==> config.mk <==
export PLATFORM = sky130hd
export DESIGN_NAME = rx_holding_store
export DESIGN_NICKNAME = d
export VERILOG_FILES = /design/src/rtl/rx_store_pkg.sv /design/src/rtl/rx_entry_fifo.sv /design/src/rtl/rx_status_reg.sv /design/src/rtl/rx_holding_store.sv
export SDC_FILE = /design/constraint.sdc
export NUM_CORES = 1
export LEC_CHECK = 0
export BUFFER_PORTS_ARGS = -buffer_cell sky130_fd_sc_hd__buf_2
export CORE_MARGIN = 10
export CORE_UTILIZATION = 45
export CTS_BUF_LIST = sky130_fd_sc_hd__clkbuf_2
export CTS_CLUSTER_DIAMETER = 100
export CTS_CLUSTER_SIZE = 8
export DETAILED_ROUTE_END_ITERATION = 10
export HOLD_SLACK_MARGIN = 0.15
export PLACE_DENSITY = 0.73
export SYNTH_ARGS = -nofsm -noshare
export SYNTH_HDL_FRONTEND = slang
export SYNTH_SLANG_ARGS = --single-unit
==> constraint.sdc <==
create_clock -name clk -period 3.85 [get_ports clk]
set_input_delay 0 -clock clk [delete_from_list [all_inputs] [get_ports clk]]
set_output_delay 0 -clock clk [all_outputs]
set_load 0.02 [all_outputs]
==> src/rtl/rx_store_pkg.sv <==
package rx_store_pkg;
   // Number of per-character status flags carried alongside the byte.
   localparam int STAT_W = 4;

   // Status bit positions, lowest first.
   localparam int ST_FRM = 0;
   localparam int ST_PAR = 1;
   localparam int ST_BRK = 2;
   localparam int ST_OVR = 3;

   typedef struct packed {
      logic ovr;
      logic brk;
      logic par;
      logic frm;
   } rx_flags_t;
endpackage

==> src/rtl/rx_entry_fifo.sv <==
module rx_entry_fifo #(
   parameter int DEPTH = 16,
   parameter int WIDTH = 12
) (
   input  logic             clk,
   input  logic             rst_n,
   input  logic             flush,
   input  logic             cap_one,
   input  logic             push_req,
   input  logic             pop_req,
   input  logic [WIDTH-1:0] wdata,
   output logic [WIDTH-1:0] rdata,
   output logic             empty,
   output logic             full,
   output logic             accepted,
   output logic             dropped,
   output logic             popped
);
   localparam int PW = (DEPTH > 1) ? $clog2(DEPTH) : 1;
   localparam int CW = $clog2(DEPTH + 1);
   localparam logic [CW-1:0] CAP_MAX = CW'(DEPTH);

   logic [WIDTH-1:0] mem_q [DEPTH];
   logic [PW-1:0]    wr_ptr_q, rd_ptr_q, wr_nxt, rd_nxt;
   logic [CW-1:0]    count_q;
   logic [CW-1:0]    cap;

   assign cap   = cap_one ? CW'(1) : CAP_MAX;
   assign empty = (count_q == '0);
   assign full  = (count_q == cap);

   assign popped   = pop_req && !empty && !flush;
   assign accepted = push_req && !flush && (!full || popped);
   assign dropped  = push_req && !flush && full && !popped;

   // Pointer advance: free wrap for power-of-two depths, explicit otherwise.
   generate
      if ((DEPTH & (DEPTH - 1)) == 0) begin : g_wrap_free
         assign wr_nxt = wr_ptr_q + PW'(1);
         assign rd_nxt = rd_ptr_q + PW'(1);
      end else begin : g_wrap_cmp
         assign wr_nxt = (wr_ptr_q == PW'(DEPTH - 1)) ? '0 : wr_ptr_q + PW'(1);
         assign rd_nxt = (rd_ptr_q == PW'(DEPTH - 1)) ? '0 : rd_ptr_q + PW'(1);
      end
   endgenerate

   always_ff @(posedge clk) begin
      if (accepted) mem_q[wr_ptr_q] <= wdata;
   end

   always_ff @(posedge clk or negedge rst_n) begin
      if (!rst_n) begin
         wr_ptr_q <= '0;
         rd_ptr_q <= '0;
         count_q  <= '0;
      end else if (flush) begin
         wr_ptr_q <= '0;
         rd_ptr_q <= '0;
         count_q  <= '0;
      end else begin
         if (accepted) wr_ptr_q <= wr_nxt;
         if (popped)   rd_ptr_q <= rd_nxt;
         case ({accepted, popped})
            2'b10:   count_q <= count_q + CW'(1);
            2'b01:   count_q <= count_q - CW'(1);
            default: count_q <= count_q;
         endcase
      end
   end

   assign rdata = empty ? '0 : mem_q[rd_ptr_q];
endmodule

==> src/rtl/rx_status_reg.sv <==
module rx_status_reg
   import rx_store_pkg::*;
(
   input  logic       clk,
   input  logic       rst_n,
   input  logic       clr,
   input  logic       load,
   input  rx_flags_t  load_flags,
   input  logic       ovr_set,
   output rx_flags_t  status
);
   rx_flags_t stat_q;

   always_ff @(posedge clk or negedge rst_n) begin
      if (!rst_n) begin
         stat_q <= '0;
      end else begin
         // Character flags: clear beats a read-time load.
         if (clr) begin
            stat_q.frm <= 1'b0;
            stat_q.par <= 1'b0;
            stat_q.brk <= 1'b0;
         end else if (load) begin
            stat_q.frm <= load_flags.frm;
            stat_q.par <= load_flags.par;
            stat_q.brk <= load_flags.brk;
         end
         // Loss flag: an event in the same cycle beats the clear.
         if (ovr_set)  stat_q.ovr <= 1'b1;
         else if (clr) stat_q.ovr <= 1'b0;
      end
   end

   assign status = stat_q;
endmodule

==> src/rtl/rx_holding_store.sv <==
module rx_holding_store
   import rx_store_pkg::*;
#(
   parameter int DATA_W = 8,
   parameter int DEPTH  = 16
) (
   input  logic                     clk,
   input  logic                     rst_n,
   input  logic                     fifo_en,
   input  logic                     rx_valid,
   input  logic [DATA_W-1:0]        rx_byte,
   input  logic                     rx_frm,
   input  logic                     rx_par,
   input  logic                     rx_brk,
   input  logic                     rd_data,
   input  logic                     clr_err,
   output logic [DATA_W+STAT_W-1:0] data_word,
   output logic [STAT_W-1:0]        status_word,
   output logic                     rx_empty,
   output logic                     rx_full
);
   localparam int ENTRY_W = DATA_W + STAT_W;

   generate
      if (DEPTH < 2) begin : g_bad_depth
         $error("rx_holding_store: DEPTH must be at least 2");
      end
      if (DATA_W < 1) begin : g_bad_width
         $error("rx_holding_store: DATA_W must be positive");
      end
   endgenerate

   logic               mode_q;
   logic               flush;
   logic               lost_q;
   logic               accepted, dropped, popped;
   logic [ENTRY_W-1:0] wr_entry, head;
   rx_flags_t          in_flags, head_flags, stat;

   always_ff @(posedge clk or negedge rst_n) begin
      if (!rst_n) mode_q <= 1'b0;
      else        mode_q <= fifo_en;
   end
   assign flush = (fifo_en != mode_q);

   // Loss marker waiting for the next stored character.
   always_ff @(posedge clk or negedge rst_n) begin
      if (!rst_n)        lost_q <= 1'b0;
      else if (flush)    lost_q <= 1'b0;
      else if (dropped)  lost_q <= 1'b1;
      else if (accepted) lost_q <= 1'b0;
   end

   assign in_flags = '{ovr: lost_q, brk: rx_brk, par: rx_par, frm: rx_frm};
   assign wr_entry = {in_flags, rx_byte};

   rx_entry_fifo #(
      .DEPTH (DEPTH),
      .WIDTH (ENTRY_W)
   ) i_store (
      .clk      (clk),
      .rst_n    (rst_n),
      .flush    (flush),
      .cap_one  (!fifo_en),
      .push_req (rx_valid),
      .pop_req  (rd_data),
      .wdata    (wr_entry),
      .rdata    (head),
      .empty    (rx_empty),
      .full     (rx_full),
      .accepted (accepted),
      .dropped  (dropped),
      .popped   (popped)
   );

   assign head_flags = rx_flags_t'(head[ENTRY_W-1:DATA_W]);

   rx_status_reg i_status (
      .clk        (clk),
      .rst_n      (rst_n),
      .clr        (clr_err),
      .load       (popped),
      .load_flags (head_flags),
      .ovr_set    (dropped),
      .status     (stat)
   );

   assign data_word   = head;
   assign status_word = stat;
endmodule

==> impl_results.md, run 1 <==
* Outcome: completed
* FILL cells at 1490
* WL per Instance at 22.1 um
* Crit path max fanout at 18
* Layout Cell Area excl Fill at 9570 um^2
* Vias in the first global route at 4661
* Asr flop ratio synth at 9.00%
* Critical path type: register to output pin
* CP startpoint kind: register
* Worst Hold Class: primary input to register
* FF+latch area at 6240 um^2
* Remaining DRCs at 0
* Die Ht at 158 um
* Top post-synthesis cells by area: edfxtp_1, mux4_2, dfrtp_1
* Core ar. at 18800 um^2
* Sw Share at 30.2%
* Post-CTS Setup Inserts at 0
* Global-route wire length before repair at 26.7 mm
* Worst hold slack at 0.215 ns
* Relative slew margins at 20.1%
* Die area at 25000 um^2
* TNS Setup at 0 ns
* Worst-margin pin slew at 1.19 ns
* Top Ports at 35
* Largest net degree at the start of global routing at 46
* 1st-pass router iterations at 4
* CTS root buf: clkbuf_2
* Final setup violation count at 0
* Cts hold-fix bufs at 33
* Num Clock Sinks at 211
* Post-synth net total at 464
* Pint at 3.42 mW
* # port buffers at 34
* Leak at 3.15 nW
* Initial core utilization at 45.8%
* Clk_skew at 0.0516 ns
* Clock share of power at 21.4%
* Hold Vio Cnt, Final at 0
* Worst IR Drop VDD at 0.208 mV
* Final Total Pwr at 4.90 mW
* Share of the yosys chip area belonging to registers at 72.6%
* Via density at 5.70
* Routed wire length at 16.9 mm
* Yosys reg bits at 211
* Post-synth cell types at 45
* DPL Wire Length at 10.6 mm
* Seq pwr share at 54.2%
* CTS tree: yes
* Final Cycle Share at 82.4%
* Layout cell share with drive strength beyond 1 at 29.1%
* CP max stage delay at 1.05 ns
* Worst EP required at 3.85 ns
* Final nets at 547
* Total track usage at 13.9%
* CP cell instances: mux4_2 > mux2_2 > nand2b_1 > o21ai_0 > buf_2
* Number of enable flip-flop cells after synthesis at 192
* Area delta synth->final at 11.3%
* Total CTS buffers at 30
* Power per cell area at 512 nW/um^2
* Post-synthesis cell area at 8600 um^2
* Critical Path End Type: output pin
* Placer Congestion at 0.746
* RSZ-0062 raised after global routing: no
* Initial antenna violation count at 1
* Worst path arrival time at 3.17 ns
* Multi-input logic area at 2200 um^2
* Clk_lat worst skew at 0.83 ns
* Mapped Cells at 438
* Max Slew Vio Count at 0
* Syn avg cell area at 19.6 um^2
* Prevailing post-synth register cell: edfxtp_1
* Grt ovf at 0
* H-tree levels at 1
* Initial DRC Count at 413
* Synth area leader: edfxtp_1
* Longest Clk Path Bufs at 3
* Final ANT Viol Nets at 0
* Synth top area share at 67.0%
* Reg2Reg Setup Slack at 1.09 ns
* Resized cells post-CTS at 0
* Combinational share of power at 24.5%
* Die Wd at 158 um
* Sw Pwr at 1.48 mW
* Yosys warns at 0
* Worst-path clk slew at 0.17 ns
* Routed vias at 4373
* WP buf/inv at 1
* Period minus WS final at 3.17 ns
* Max cap viols at 0
* Slowest-stage cell, CP: dfrtp_1
* Top cell family by delay on the critical path: flip-flops
* Max Freq at 315 MHz
* Row Count at 50
* Cell Area, Placed at 9000 um^2
cell families (layout without fill, tap and decap cells):
| kind of cell | after synthesis | count (layout) | share of synthesized area [%] |
|---|---|---|---|
| flip-flops | 211 | 211 | 72.6 |
| multiplexers | 73 | 73 | 15.5 |
| AND/OR/NAND/NOR | 65 | 65 | 4.35 |
| AO/OA/AOI/OAI | 38 | 38 | 3.33 |
| buffers and inverters | 33 | 127 | 1.91 |
| adder cells (fa/ha/maj) | 9 | 9 | 1.40 |
| XOR/XNOR | 9 | 9 | 0.917 |
| other | 0 | 1 | 0 |
power by group through the flow:
stage          logic (mW)  registers, mW  clock network, mW
2_1_floorplan       0.876           2.68                  0
3_3_place_gp         1.16           2.70                  0
3_5_place_dp         1.19           2.70                  0
4_1_cts              1.22           2.65               1.07
5_1_grt              1.31           2.66               1.17
6_report             1.20           2.65               1.05
worst register-to-register path: cells and delay by family, from the launching register on:
family                     cells  cell delay, ns
AOI/OAI and AO/OA              3            0.59
DFF                            1            0.43
buffers and inverters          1            0.10
adders and majority gates      1            0.33
and+or+nand+nor                5            1.26
final cells by class:
class / instances / share of cell area, %
sequential: 211 / 65.2
multi-input combinational: 194 / 23.0
timing repair buffer: 74 / 5.78
tap: 234 / 3.06
clock buffer: 41 / 2.14
clock inverter: 2 / 0.392
inverter: 10 / 0.392
antenna: 1 / 0.0261
cells in the mapped netlist, types with 4 or more instances:
cell type / count
xnor2_1: 4
edfxtp_1: 192
dfrtp_1: 19
nand2b_1: 4
and3_1: 4
nand3_1: 11
ha_1: 8
o31ai_1: 5
nor2_2: 5
nor3_2: 5
clkbuf_1: 5
a21oi_1: 4
inv_1: 10
nor2_1: 10
buf_2: 14
mux2i_1: 22
o21ai_0: 6
nand2_1: 7
mux4_2: 48
xor2_1: 5
o22ai_1: 9
flip-flops by register name (all words and copies together), names as in the netlist:
signal / flops
i_store.mem_q: 192
i_store.count_q: 5
i_status.status: 4
i_store.rd_ptr_q: 4
i_store.wr_ptr_q: 4
lost_q: 1
mode_q: 1
per-layer routing:
layer  track usage (%)  up-vias  part of all wire [%]
met5                 0        -                     0
met4              4.94        0                   2.2
met3              2.20       30                   4.8
met2              24.3      119                    52
met1              17.0     2281                    41
li1                  -     1943                     -
per-stage QoR:
step,instances,util [%],setup WS [ns]
final,767,51.0,0.679
after global placement,690,47.9,1.22
after CTS,766,51.0,0.625
after floorplan,438,-,0.857
after detailed placement,690,47.9,1.13
after global routing,767,51.0,0.565
placed cells by master (no fill, tap or decap), types with 5 or more instances in the layout:
cell type and n:
buf_2 34, o22ai_1 9, dlygate4sd3_1 33, nand3_1 11
o31ai_1 5, inv_1 10, mux2i_1 22, mux4_2 48
edfxtp_1 192, o21ai_0 6, clkbuf_2 41, ha_1 8
xor2_1 5, nor3_2 5, dfrtp_1 17, nor2_2 5
nor2_1 10, buf_4 7, nand2_1 7
final timing paths:
path,from,to,cells after the start
hold / removal,clr_err,i_status.status[2]$_DFFE_PN0P_,4
min in group asynchronous,rst_n,i_store.rd_ptr_q[1]$_DFFE_PN0P_,3
setup reg to reg,i_store.count_q[1]$_DFFE_PN0P_,i_store.count_q[4]$_DFFE_PN0P_,10
max in group asynchronous,rst_n,i_store.rd_ptr_q[0]$_DFFE_PN0P_,3
setup / recovery,i_store.rd_ptr_q[3]$_DFFE_PN0P_,data_word[9],5
hold reg to reg,i_status.status[0]$_DFFE_PN0P_,i_status.status[0]$_DFFE_PN0P_,1
Note: power is estimated with default switching activity, not from simulation.
==> run 2, diff against run 1 <==
--- a/config.mk
+++ b/config.mk
@@ -5,6 +5,7 @@
 export SDC_FILE = /design/constraint.sdc
 export NUM_CORES = 1
 export LEC_CHECK = 0
+export ABC_AREA = 1
 export BUFFER_PORTS_ARGS = -buffer_cell sky130_fd_sc_hd__buf_2
 export CORE_MARGIN = 10
 export CORE_UTILIZATION = 45
==> constraint.sdc (replaced) <==
create_clock -name clk -period 3.21 [get_ports clk]
set_input_delay 0 -clock clk [delete_from_list [all_inputs] [get_ports clk]]
set_output_delay 0 -clock clk [all_outputs]
set_load 0.02 [all_outputs]
==> run 2 against run 1 <==
  * Via count rose by 41%
  * Hold slack improved by 0.052 ns
  * Non-clock buffer count rose by 20
  * Critical path type unchanged
  * Largest cell class unchanged
  * Largest power group unchanged
  * Highest routed layer unchanged
==> impl_results.md, run 2 <==
* Outcome: completed
* Share of the yosys chip area belonging to registers at 69.5%
* Synth area leader: edfxtp_1
* TNS Setup at 0 ns
* Hold Vio Cnt, Final at 0
* Most frequent cell after synthesis: nand2_1
* Post-synth net total at 810
* DPL Wire Length at 13.5 mm
* Crit path max fanout at 56
* Longest Clk Path Bufs at 3
* Die Wd at 161 um
* Leak at 3.84 nW
* Grt ovf at 0
* Slowest-stage cell, CP: dfrtp_2
* H-tree levels at 1
* CTS root buf: clkbuf_2
* FF+latch area at 6240 um^2
* Top Ports at 35
* Initial antenna violation count at 0
* CP startpoint kind: register
* Max cap viols at 0
* Yosys warns at 0
* Total track usage at 17.2%
* Top reg by flops: i_store.mem_q
* Largest net degree at the start of global routing at 100
* Final ANT Viol Nets at 0
* Clk_skew at 0.0595 ns
* Max Freq at 338 MHz
* Initial DRC Count at 701
* Synth top area share at 64.2%
* Row Count at 51
* Num Clock Sinks at 211
* Max FFs per register at 192
* Core ar. at 19500 um^2
* Leading cell type in the layout, fill and taps excluded: nand2_1
* Hold Crit Depth at 6
* Synth top cells by count: nand2_1, edfxtp_1, nand3_1
* Total CTS buffers at 30
* Largest regs: i_store.mem_q x192, i_store.count_q x5
* # port buffers at 34
* Critical path type: register to output pin
* Worst-path clk slew at 0.17 ns
* CP cell instances: inv_6 > buf_4 > nand2_1 > nand3_1 > nand3_1 > a21oi_1 > o21a_1 > buf_2
* Worst-margin pin slew at 0.993 ns
* Routed vias at 6171
* Max Slew Vio Count at 0
* Period minus WS final at 2.96 ns
* Prevailing post-synth register cell: edfxtp_1
* Top post-synthesis cells by area: edfxtp_1, nand2_1, nand3_1
* Post-synth cell types at 33
* CTS tree: yes
* Post-Layout Cell Count at 1145
* Final setup violation count at 0
* Via density at 5.39
* Power per cell area at 605 nW/um^2
* Ant diodes at 0
* Worst EP required at 3.21 ns
* Syn avg cell area at 11.5 um^2
* Area delta synth->final at 12.0%
* Final nets at 896
* Remaining DRCs at 0
* Layout cell share with drive strength beyond 1 at 14.0%
* Placer Congestion at 0.879
* Worst Hold Class: primary input to register
* Worst IR Drop VDD at 0.281 mV
* Yosys reg bits at 211
* Mapped Cells at 784
* Routed wire length at 22.6 mm
* Post-synthesis cell area at 8980 um^2
* FILL cells at 1757
* Worst path arrival time at 2.96 ns
* Relative slew margins at 33.8%
* 1st-pass router iterations at 6
* Cell mode on critical path: nand3_1
* Reg2Reg Setup Slack at 0.83 ns
* Die area at 26000 um^2
* Clk_lat worst skew at 0.83 ns
* RSZ-0062 raised after global routing: no
* Critical Path End Type: output pin
* Number of cells on the worst reg-to-reg path at 12
* Vias in the first global route at 6189
* WL per Instance at 19.7 um
* Global-route wire length before repair at 35.5 mm
* Final Cycle Share at 92.3%
* Most frequent cells in the layout: nand2_1, edfxtp_1, nand3_1, clkbuf_2, dlygate4sd3_1
* Initial core utilization at 46.0%
* Asr flop ratio synth at 9.00%
* Placed cells at 1064
* CP max stage delay at 0.46 ns
* Number of enable flip-flop cells after synthesis at 192
* Multi-input logic area at 2410 um^2
* Die Ht at 161 um
==> run 2: cell types whose count changed after synthesis, sizes merged, moves of 8 or more <==
| cell | delta |
|---|---|
| mux4 | -48 |
| nor2 | +10 |
| a21oi | +22 |
| buf | +11 |
| mux2i | -22 |
| o22ai | -9 |
| nand2 | +247 |
| inv | +16 |
| o21a | +8 |
| nand3 | +156 |
==> run 2: cells by family after synthesis <==
group,count (synthesis),synth area share (%)
XOR/XNOR,3,0.293
AND/OR/NAND/NOR,452,22.4
flip-flops,211,69.5
buffers and inverters,66,3.60
AO/OA/AOI/OAI,43,2.84
adder cells (fa/ha/maj),9,1.34
==> run 2: report_power, final <==
part,switching (mW),internal (mW),total (mW)
sequential,0.0593,3.07,3.13
combinational,1.17,0.493,1.67
clock,0.879,0.406,1.28
total,2.11,3.97,6.08
==> run 2: final cells by class <==
cell class,count,area share [%]
Multi-Input combinational cell,507,24.0
Inverter,26,1.05
Clock inverter,2,0.361
Timing Repair Buffer,94,7.18
Clock buffer,40,1.99
Tap cell,265,3.30
Sequential cell,211,62.1
==> run 2: routing by layer <==
metal | track usage [%] | vias to the layer above | routed length, um
met5 | 0 | - | 0
met4 | 3.52 | 0 | 382
met3 | 4.32 | 35 | 1870
met2 | 28.4 | 253 | 10900
met1 | 22.5 | 2978 | 9420
li1 | - | 2905 | -
==> run 2: through the flow <==
step                setup WS (ns)  util, %  instance area [um^2]  hold slack [ns]  power (mW)
floorplan                    1.23        -                  8980           -0.296        4.34
global placement            0.968     48.2                  9420          -0.0328        4.79
detailed placement          0.877     48.2                  9420          -0.0283        4.82
CTS                        0.0826     51.4                 10000            0.206        6.13
global route               0.0692     51.5                 10100            0.254        6.43
finish                      0.248     51.5                 10100            0.268        6.08
==> run 2: repair_timing <==
| item | in CTS | in global routing |
|---|---|---|
| hold buffers | 39 | 0 |
| setup buffers | 0 | 0 |
| endpoints found under the setup margin | 0 | 12 |
| hold endpoints to repair | 348 | 0 |
| gates resized for setup | 0 | 2 |
==> run 2: path summary, 6_finish.rpt <==
check                                                      from                              end
worst max-delay path            i_store.rd_ptr_q[0]$_DFFE_PN0P_                     data_word[3]
worst min-delay path                                    rd_data   i_store.count_q[4]$_DFFE_PN0P_
worst max register to register   i_store.count_q[0]$_DFFE_PN0P_   i_store.count_q[4]$_DFFE_PN0P_
worst min register to register   i_status.status[1]$_DFFE_PN0P_   i_status.status[1]$_DFFE_PN0P_
max in group asynchronous                                 rst_n  i_store.rd_ptr_q[0]$_DFFE_PN0P_
min in group asynchronous                                 rst_n               lost_q$_DFFE_PN0P_
==> run 2: worst max-delay path, delay by kind of cell (launching register included) <==
kind                   cells  cell delay, ns
buffers and inverters      3            0.84
AO/OA/AOI/OAI              2            0.54
flip-flops                 1            0.46
AND/OR/NAND/NOR            3            0.30
